[src/rtl/casc_pkg.sv]
// Shared constants for the cascadable counter pair: register addresses,
// clock-select codes and control field positions.
package casc_pkg;
    localparam int CNT_W     = 16;
    localparam int ADDR_W    = 3;
    localparam int CS_W      = 3;
    localparam int CTL_W     = CS_W + 1;
    localparam int PHASE_BIT = CS_W;

    localparam logic [ADDR_W-1:0] A_CTL_LO = 3'd0;
    localparam logic [ADDR_W-1:0] A_CTL_HI = 3'd1;
    localparam logic [ADDR_W-1:0] A_RUN    = 3'd2;
    localparam logic [ADDR_W-1:0] A_CNT_LO = 3'd3;
    localparam logic [ADDR_W-1:0] A_CNT_HI = 3'd4;

    localparam logic [CS_W-1:0] CS_CHAIN = 3'b111;
endpackage

[src/rtl/casc_prescaler.sv]
// Free-running prescaler. Output bit i pulses once every (2**SHIFT)**i clocks.
// Bit 0 is high on every clock. Assumes it is never stopped after reset.
module casc_prescaler #(
    parameter int STAGES = 4,
    parameter int SHIFT  = 2
) (
    input  logic              clk,
    input  logic              rst_n,
    output logic [STAGES-1:0] tick
);
    localparam int PW = SHIFT * (STAGES - 1);

    logic [PW-1:0] div_q;

    // Advance the shared divider every clock.
    always_ff @(posedge clk) begin
        if (!rst_n) div_q <= '0;
        else        div_q <= div_q + 1'b1;
    end

    assign tick[0] = 1'b1;
    for (genvar i = 1; i < STAGES; i++) begin : g_tick
        // Stage i fires when its low i*SHIFT divider bits are all ones.
        assign tick[i] = &div_q[i*SHIFT-1:0];

        a_r2_tick_spacing: assert property (@(posedge clk) disable iff (!rst_n)
            tick[i] |=> !tick[i]);
    end
endmodule

[src/rtl/casc_quad_dec.sv]
// 4x quadrature decoder. Synchronises A and B through two flops, then compares
// the state with the last accepted one. Gray order 00,01,11,10 is forward.
// A change of both bits gives no step. Assumes the pins are 00 in reset.
module casc_quad_dec (
    input  logic clk,
    input  logic rst_n,
    input  logic pha,
    input  logic phb,
    output logic step_up,
    output logic step_dn
);
    logic [1:0] sync1_q, sync2_q, prev_q;

    function automatic logic [1:0] gray_next(input logic [1:0] s);
        case (s)
            2'b00:   gray_next = 2'b01;
            2'b01:   gray_next = 2'b11;
            2'b11:   gray_next = 2'b10;
            default: gray_next = 2'b00;
        endcase
    endfunction

    // Two-stage synchroniser, then remember the last decoded state.
    always_ff @(posedge clk) begin
        if (!rst_n) begin
            sync1_q <= '0;
            sync2_q <= '0;
            prev_q  <= '0;
        end else begin
            sync1_q <= {pha, phb};
            sync2_q <= sync1_q;
            prev_q  <= sync2_q;
        end
    end

    // Classify the transition from prev_q to sync2_q.
    always_comb begin
        step_up = (sync2_q == gray_next(prev_q));
        step_dn = (prev_q == gray_next(sync2_q));
    end

    a_r8_one_direction: assert property (@(posedge clk) disable iff (!rst_n)
        $onehot0({step_up, step_dn}));
endmodule

[src/rtl/casc_channel.sv]
// One counter channel. Phase mode takes priority over clock select. Codes
// 0..3 pick a prescaler tick. The chain code follows the neighbour's wrap
// events only when CHAIN_EN is set. A register write beats any count. Wrap
// outputs are combinational, so the neighbour steps on the same edge.
module casc_channel
    import casc_pkg::*;
#(
    parameter int    W        = CNT_W,
    parameter int    NTICK    = 4,
    parameter bit    CHAIN_EN = 1'b0
) (
    input  logic             clk,
    input  logic             rst_n,
    input  logic [CS_W-1:0]  cs,
    input  logic             phase,
    input  logic             start,
    input  logic             wr,
    input  logic [W-1:0]     wr_val,
    input  logic [NTICK-1:0] tick,
    input  logic             q_up,
    input  logic             q_dn,
    input  logic             chain_up,
    input  logic             chain_dn,
    output logic [W-1:0]     cnt,
    output logic             wrap_up,
    output logic             wrap_dn
);
    logic up_ev, dn_ev, chain_sel, tick_sel;

    // Select the count source for this cycle.
    always_comb begin
        chain_sel = CHAIN_EN && (cs == CS_CHAIN);
        tick_sel  = (cs[CS_W-1] == 1'b0) && tick[cs[1:0]];
        if (phase) begin
            up_ev = q_up;
            dn_ev = q_dn;
        end else begin
            up_ev = tick_sel || (chain_sel && chain_up);
            dn_ev = chain_sel && chain_dn;
        end
        up_ev   = up_ev && start && !wr;
        dn_ev   = dn_ev && start && !wr;
        wrap_up = up_ev && (cnt == {W{1'b1}});
        wrap_dn = dn_ev && (cnt == '0);
    end

    // Load on write, else step up or down.
    always_ff @(posedge clk) begin
        if (!rst_n)      cnt <= '0;
        else if (wr)     cnt <= wr_val;
        else if (up_ev)  cnt <= cnt + 1'b1;
        else if (dn_ev)  cnt <= cnt - 1'b1;
    end

    a_r9_write_wins: assert property (@(posedge clk) disable iff (!rst_n)
        wr |=> cnt == $past(wr_val));
    a_r7_stopped_holds: assert property (@(posedge clk) disable iff (!rst_n)
        (!start && !wr) |=> $stable(cnt));
endmodule

[src/rtl/casc_counter_pair.sv]
// Two counter channels that can be chained into one 32-bit counter, with a
// simple register port. Channel 0 is the lower half and channel 1 the upper
// half; only channel 1 accepts the chain code. Reads are combinational.
module casc_counter_pair
    import casc_pkg::*;
#(
    parameter int PRE_STAGES = 4,
    parameter int PRE_SHIFT  = 2
) (
    input  logic              clk,
    input  logic              rst_n,
    input  logic              wr_en,
    input  logic [ADDR_W-1:0] wr_addr,
    input  logic [CNT_W-1:0]  wr_data,
    input  logic [ADDR_W-1:0] rd_addr,
    output logic [CNT_W-1:0]  rd_data,
    input  logic              lo_pha,
    input  logic              lo_phb,
    input  logic              hi_pha,
    input  logic              hi_phb,
    output logic [2*CNT_W-1:0] cnt32
);
    localparam int NCH = 2;

    logic [CTL_W-1:0]      ctl_q [NCH];
    logic [NCH-1:0]        run_q;
    logic [PRE_STAGES-1:0] tick;
    logic [CNT_W-1:0]      cnt   [NCH];
    logic [NCH-1:0]        wrap_up, wrap_dn, q_up, q_dn, cnt_wr;
    logic [NCH-1:0]        pha, phb;

    assign pha = {hi_pha, lo_pha};
    assign phb = {hi_phb, lo_phb};

    casc_prescaler #(.STAGES(PRE_STAGES), .SHIFT(PRE_SHIFT)) u_pre (
        .clk(clk), .rst_n(rst_n), .tick(tick)
    );

    // Control and run registers.
    always_ff @(posedge clk) begin
        if (!rst_n) begin
            ctl_q[0] <= '0;
            ctl_q[1] <= '0;
            run_q    <= '0;
        end else if (wr_en) begin
            if (wr_addr == A_CTL_LO) ctl_q[0] <= wr_data[CTL_W-1:0];
            if (wr_addr == A_CTL_HI) ctl_q[1] <= wr_data[CTL_W-1:0];
            if (wr_addr == A_RUN)    run_q    <= wr_data[NCH-1:0];
        end
    end

    for (genvar i = 0; i < NCH; i++) begin : g_ch
        assign cnt_wr[i] = wr_en && (wr_addr == A_CNT_LO + ADDR_W'(i));

        casc_quad_dec u_qd (
            .clk(clk), .rst_n(rst_n), .pha(pha[i]), .phb(phb[i]),
            .step_up(q_up[i]), .step_dn(q_dn[i])
        );

        casc_channel #(.W(CNT_W), .NTICK(PRE_STAGES), .CHAIN_EN(i == 1)) u_ch (
            .clk(clk), .rst_n(rst_n),
            .cs(ctl_q[i][CS_W-1:0]), .phase(ctl_q[i][PHASE_BIT]),
            .start(run_q[i]), .wr(cnt_wr[i]), .wr_val(wr_data),
            .tick(tick), .q_up(q_up[i]), .q_dn(q_dn[i]),
            .chain_up(wrap_up[0]), .chain_dn(wrap_dn[0]),
            .cnt(cnt[i]), .wrap_up(wrap_up[i]), .wrap_dn(wrap_dn[i])
        );
    end

    // Register read multiplexer.
    always_comb begin
        case (rd_addr)
            A_CTL_LO: rd_data = CNT_W'(ctl_q[0]);
            A_CTL_HI: rd_data = CNT_W'(ctl_q[1]);
            A_RUN:    rd_data = CNT_W'(run_q);
            A_CNT_LO: rd_data = cnt[0];
            A_CNT_HI: rd_data = cnt[1];
            default:  rd_data = '0;
        endcase
    end

    assign cnt32 = {cnt[1], cnt[0]};

    logic chained;
    assign chained = run_q[1] && !ctl_q[1][PHASE_BIT] && (ctl_q[1][CS_W-1:0] == CS_CHAIN);

    a_r4_carry_same_edge: assert property (@(posedge clk) disable iff (!rst_n)
        (chained && wrap_up[0] && !cnt_wr[1]) |=> cnt[1] == $past(cnt[1]) + 1'b1);
    a_r5_borrow_same_edge: assert property (@(posedge clk) disable iff (!rst_n)
        (chained && wrap_dn[0] && !cnt_wr[1]) |=> cnt[1] == $past(cnt[1]) - 1'b1);
    a_r6_phase_blocks_chain: assert property (@(posedge clk) disable iff (!rst_n)
        (ctl_q[1][PHASE_BIT] && !q_up[1] && !q_dn[1] && !cnt_wr[1]) |=> $stable(cnt[1]));
endmodule

[config.mk]
export PLATFORM = sky130hd
export DESIGN_NAME = casc_counter_pair
export DESIGN_NICKNAME = d
export VERILOG_FILES = /design/src/rtl/casc_pkg.sv /design/src/rtl/casc_prescaler.sv /design/src/rtl/casc_quad_dec.sv /design/src/rtl/casc_channel.sv /design/src/rtl/casc_counter_pair.sv
export SDC_FILE = /design/constraint.sdc
export NUM_CORES = 1
export LEC_CHECK = 0
export ABC_AREA = 1
export BUFFER_PORTS_ARGS = -buffer_cell sky130_fd_sc_hd__buf_4
export CAP_MARGIN = 5
export CORE_AREA = 5 5 83 123
export CTS_CLUSTER_DIAMETER = 50
export CTS_CLUSTER_SIZE = 25
export DETAILED_ROUTE_END_ITERATION = 8
export DIE_AREA = 0 0 88 128
export GPL_TIMING_DRIVEN = 0
export PLACE_DENSITY = 0.83
export SYNTH_ARGS = -nofsm -noshare
export SYNTH_HDL_FRONTEND = slang
export SYNTH_HIERARCHICAL = 1
export SYNTH_SLANG_ARGS = --single-unit
export TNS_END_PERCENT = 100
[constraint.sdc]
create_clock -name clk -period 4.8 [get_ports clk]
set_input_delay 0.24 -clock clk [delete_from_list [all_inputs] [get_ports clk]]
set_output_delay 0.24 -clock clk [all_outputs]
set_load 0.01 [all_outputs]
; ---- Word-level counts from Yosys, hierarchy flattened
; Memories as Yosys holds them, arrays and structs flattened.
; Index checks and enable logic that the tools add are counted.
[word_totals]
register_bits = 52
ramBits = 8
inputBits = 29
wordCells = 106
memories = 1
[memory_table]
columns = memory, words, word_bits, read_ports, rd_clocked_by_memory_dff, wr, line_no
row1 = ctl_q, 2, 4, 2, 0, 2, casc_counter_pair.sv:25  ; logic [CTL_W-1:0] ctl_q [NCH];
[classes]
add_sub_neg = 5
magnitude_cmp = 2
n_eq_ne = 22
mux = 30
bitwise = 4
n_reduce_logical = 32
[ops]
columns = op, count
row1 = $mux 16, 6
row2 = $pmux 16 s5, 1
row3 = $add 16x1->16 const B, 2
row4 = $sub 16x1->16 const B, 2
row5 = $pmux 2 s3, 4
row6 = $eq 16x16->1 const B, 1
row7 = $logic_and 1x1->1, 16
row8 = $logic_not 16->1, 1
row9 = $mux 1, 15
row10 = $eq 3x2->1 const B, 4
row11 = $eq 3x3->1 const B, 3
row12 = $eq 2x1->1 const B, 4
row13 = $eq 2x2->1, 4
row14 = $eq 2x2->1 const B, 4
row15 = $logic_not 2->1, 4
row16 = $mux 4, 2
row17 = $add 6x1->6 const B, 1
row18 = $eq 3x1->1 const B, 2
row19 = $logic_not 3->1, 2
row20 = $lt 2x3->1 const B, 2
row21 = $reduce_and 6->1, 1
row22 = $reduce_bool 3->1, 2
row23 = $bmux 1 s2, 2
row24 = $reduce_and 2->1, 2
row25 = other kinds (5), 8

; ---- Logic depth before layout (Yosys ltp)
[logic_depth]
depth_word = 15
ltp_mapped = 25

; ---- Modules after synthesis
; Netlist, hierarchy kept.
[by_module_without_submodules]
columns = mod, instances, cells_each, area_per_inst_um2
row1 = casc_channel at g_ch[0].u_ch, 1, 271, 1732.9
row2 = casc_channel at g_ch[1].u_ch, 1, 271, 1726.7
row3 = casc_counter_pair, 1, 128, 869.6
row4 = casc_quad_dec, 2, 36, 232.7
row5 = casc_prescaler, 1, 36, 260.2

; ---- Worst setup path after synthesis
; No wires, ideal clock.
[synth_timing]
kind = register to register
startpoint = register u_pre.div_q[0]
endpoint = register g_ch[1].u_ch.cnt[10]
setup_ps = 119
arrival_ps = 3591
path_slack_ps = 1090
path_stages_with_launch = 21
path_buffers = 0
period_less_slack_ps = 3710
path_cell_list = dfxtp_1 ha_1 nand3_1 nor2_1 nand2_1 nand3_1 nand3_1 nand2_2 nand3_1 nor4_1 a31oi_1 nand2_2 nand3_2 ha_1 a21oi_2 nand2_2 a21oi_2 o21bai_1 or2_2 nand3_1 a21oi_1
[synth_via]
elab_chain_cells = 15
elab_cells_between_ends = 21
cone_classes = mux (8) / reduce/logical (13)
[synth_rtl]
columns = item, line_no
row1 = from (decl), casc_prescaler.sv:13  ; logic [PW-1:0] div_q;
row2 = from (signal assigned), casc_prescaler.sv:18  ; else div_q <= div_q + 1'b1;
row3 = $reduce_and 2->1 (*), casc_prescaler.sv:24  ; assign tick[i] = &div_q[i*SHIFT-1:0];
row4 = net tick[1], casc_counter_pair.sv:27  ; logic [PRE_STAGES-1:0] tick;
row5 = $bmux 1 s2 (*), casc_channel.sv:33  ; tick_sel = (cs[CS_W-1] == 1'b0) && tick[cs[1:0]];
row6 = $mux 1 (implied by the code) (*), casc_channel.sv:33
row7 = $logic_and 1x1->1 (*), casc_channel.sv:33
row8 = $mux 1 (*), casc_channel.sv:34  ; if (phase) begin
row9 = $logic_and 1x1->1 (*) (2 in series), casc_channel.sv:41  ; up_ev = up_ev && start && !wr;
row10 = $logic_and 1x1->1 (*), casc_channel.sv:43  ; wrap_up = up_ev && (cnt == {W{1'b1}});
row11 = net wrap_up[0], casc_counter_pair.sv:29  ; logic [NCH-1:0] wrap_up, wrap_dn, q_up, q_dn, cnt_wr;
row12 = $logic_and 1x1->1 (*), casc_channel.sv:38  ; up_ev = tick_sel || (chain_sel && chain_up);
row13 = $logic_or 1x1->1 (*), casc_channel.sv:38
row14 = $mux 1 (*), casc_channel.sv:34
row15 = $logic_and 1x1->1 (*) (2 in series), casc_channel.sv:41
row16 = $mux 16, casc_channel.sv:51  ; else if (up_ev) cnt <= cnt + 1'b1;
row17 = $mux 16, casc_channel.sv:50  ; else if (wr) cnt <= wr_val;
row18 = to (signal assigned), casc_channel.sv:50
row19 = to (signal assigned), casc_channel.sv:51
row20 = to (signal assigned), casc_channel.sv:52  ; else if (dn_ev) cnt <= cnt - 1'b1;
row21 = to (decl), casc_channel.sv:24  ; output logic [W-1:0] cnt,
; Mark *: on every way through the listed nets, which the timed path passes. The rest lies on a longest branch. The select of a mux whose other input is x is not followed.
; A chain may end at the register's enable or synchronous reset.

; ---- Final worst setup path
[layout_timing]
startpoint = register u_pre.div_q[0]
endpoint = register g_ch[1].u_ch.cnt[15]
; The elaborated chain is that of the path after synthesis.

==> summary.txt <==
Synth
  • Post-synth net total: ~830
  • Mapped Avg Cell Area: 6.508 um^2
  • Synthesized cell area: approximately 5000 um^2
  • Post-Syn Instances: 765
  • Synth warn: 6

Setup path
  • WP data required: just over 5 ns
  • Slowest stage delay, CP: 0.52 ns
  • Worst path most repeated cell: nand3_1
  • Critical Path AT: 4.68 ns
  • CP max stage cell: ha_1
  • Top Family by Delay on Critical Path: simple AND/OR/NAND/NOR gates
  • Largest fanout on the critical path: 19
  • Endpoint class of the critical path: flip-flop
  • Startpoint Class: flip-flop
  • CP cell instances: ha_1, nand3_1, nor2_1, nand2_1, nand3_1, nand3_1, nand2_2, nand3_4, nor4_2, a31oi_1, nand2_2, nand3_2, ha_1, a21oi_1, nand2_1, nand3_1, nand2_1, a21oi_1, nand3_1, nand3_1, nand2_1, a21oi_2
  • CP Buf/Inv Count: 0
  • Kind of critical path: reg2reg

Pwr
  • Final Total Pwr: 1.887 mW
  • PD cells: 312.7 nW/um^2
  • Max VDD drop: 0.0002391 V
  • Leakage: 3.112 nW

Global routing
  • First-pass GRT wire length: 24230 um
  • Number of global-route vias before repair: 5308
  • Largest net degree at the start of global routing: 32
  • Antenna violations before repair: 0
  • Gr usage total: 27.28%
  • Grt total ovfl: 0

Floorplanning
  • Die X: 88 um
  • Core Rows: 43
  • Die area: 11260 um^2
  • Initial Util: a little over half
  • IO Pins: 77
  • Die H: 128 um
  • Core box area: ~9100 um^2

Timing
  • Setup Viol. Count Final: 0
  • Fmax: 226.3 MHz
  • Slew margin rel.: roughly three fifths
  • Final worst path period share: 92.06%
  • Final worst slack: 0.3813 ns
  • Tightest Pin Transition: 0.5889 ns
  • Skew final: about 0.0072 ns
  • Final Hold Violating Endpoints: 0
  • Period minus WS final: 4.419 ns
  • Final Max Tran Viols: 0
  • RSZ-0062 raised after global routing: no

Job
  • MaxCap Viol Count: 0

Drt
  • DR vias: roughly 5400
  • Routed Antenna Nets: 0
  • Routed wire per std cell: approximately 15 um
  • Drt pass-1 iters: 5
  • Vias per std cell: between 5 and 6
  • Final wirelength: 14800 um
  • # DRC: 0
  • Initial DRC count: roughly 320

Final layout
  • Final non-filler cell total: 968
  • FILL cells: 814
  • Diode count: 0
  • Layout cell share with drive strength beyond 1: a little under a fifth
  • Final Core Density: 66.35%
  • NumNets Final: a little over 900
  • Area Growth Syn to Fin: 21.19%

Placed design
  • I/O Buffers: 75
  • Dpl cells: 952
  • Final HPWL DP: 11600 um
  • Dpl ws: -0.1916 ns
  • RD Place Congestion: 0.9351

Clock tree
  • CTS Root Cell: clkbuf_16
  • Cts bufs inserted: 9
  • CTS Buffer Depth: 2
  • CTS Hold Bufs: 0
  • Setup bufs post-CTS: 0
  • CTS tree: built
  • Worst-path clk slew: 0.05 ns
  • Max H-tree Level: 3
  • TritonCTS Sinks: 60
  • Clock insertion delay at the later pin of the skew report: 0.33 ns

Min path
  • Worst Hold Class: in2reg

Outcome
  • Outcome: completed
-- layout make-up --
type	instances	area, um^2	area share (%)
flip-flops and latches	60	1281	21.24
inverters	126	480.5	7.963
well taps	112	140.1	2.323
clock inverters	6	103.9	1.721
repair buffers	75	563.0	9.332
multi-input cells	563	3100	51.39
plain buffers	16	135.1	2.240
clock buffers	10	229.0	3.795
-- final timing paths --
| path | depth (start not counted) | slack (ns) | endpoint | startpoint |
|---|---|---|---|---|
| worst min-delay path | 3 | 0.09 | g_ch[0].u_qd/sync1_q[1] | lo_pha |
| worst max-delay path | 22 | 0.38 | g_ch[1].u_ch/cnt[15] | u_pre/div_q[0] |
| worst min register to register | 2 | 0.40 | g_ch[0].u_qd/sync2_q[0] | g_ch[0].u_qd/sync1_q[0] |
| worst max register to register | 22 | 0.38 | g_ch[1].u_ch/cnt[15] | u_pre/div_q[0] |
-- cells in the final DEF (no fill, tap or decap), types with 3 or more instances in the layout --
cell type and n:
nor4_1 5, a31oi_1 5, o21ai_0 35, nor3_1 4, clkbuf_16 9, nand2_1 190
nor2_1 65, o21ai_2 11, o211ai_1 4, inv_2 8, nand2_2 10, nand3_1 55
inv_1 115, xor2_1 5, a21o_1 7, dfxtp_1 52, o21ai_1 6, a21oi_2 11
nand2_4 3, buf_6 6, xnor2_1 11, or2_1 3, clkbuf_1 4, buf_4 78
nand4_1 17, a21oi_1 60, bufinv_16 3, edfxtp_1 8, o21bai_1 5, ha_1 31
-- timing repair --
| action | 4_1_cts | 5_1_grt |
|---|---|---|
| setup endpoints to repair | 7 | 11 |
| gates resized for setup | 1 | 2 |
| gates cloned | 0 | 0 |
-- report_power, final --
part	switching, mW	leakage (nW)	internal (mW)
sequential	0.0373	0.502	0.539
clock	0.216	0.164	0.502
combinational	0.361	2.45	0.231
-- registers in the layout, summed over array words and instances (netlist names) --
name,flops
g_ch.u_qd/sync1_q,4
g_ch.u_qd/sync2_q,4
ctl_q,8
g_ch.u_qd/prev_q,4
u_pre/div_q,6
run_q,2
g_ch.u_ch/cnt,32
-- metrics by stage --
step                setup TNS (ns)  cell area, um^2  hold WS [ns]
floorplan                        0             4979        0.3335
global placement                 0             5682        0.3901
detailed placement         -0.4445             5682        0.4006
CTS                              0             6020       0.08652
global route                     0             6033       0.09252
finish                           0             6033       0.09073
-- routing by layer --
layer	part of all wire, %	track usage (%)	routed length [um]
met1	37	28.06	5402
met2	52	49.29	7662
met3	5.6	5.595	836
met4	6.1	16.35	896
met5	0	0	0
-- worst min-delay path, delay by kind of cell --
kind                   cells  cell delay (ns)
buffers and inverters      2             0.11
and+or+nand+nor            1             0.04
No activity file was read; power rests on OpenSTA's default activity.
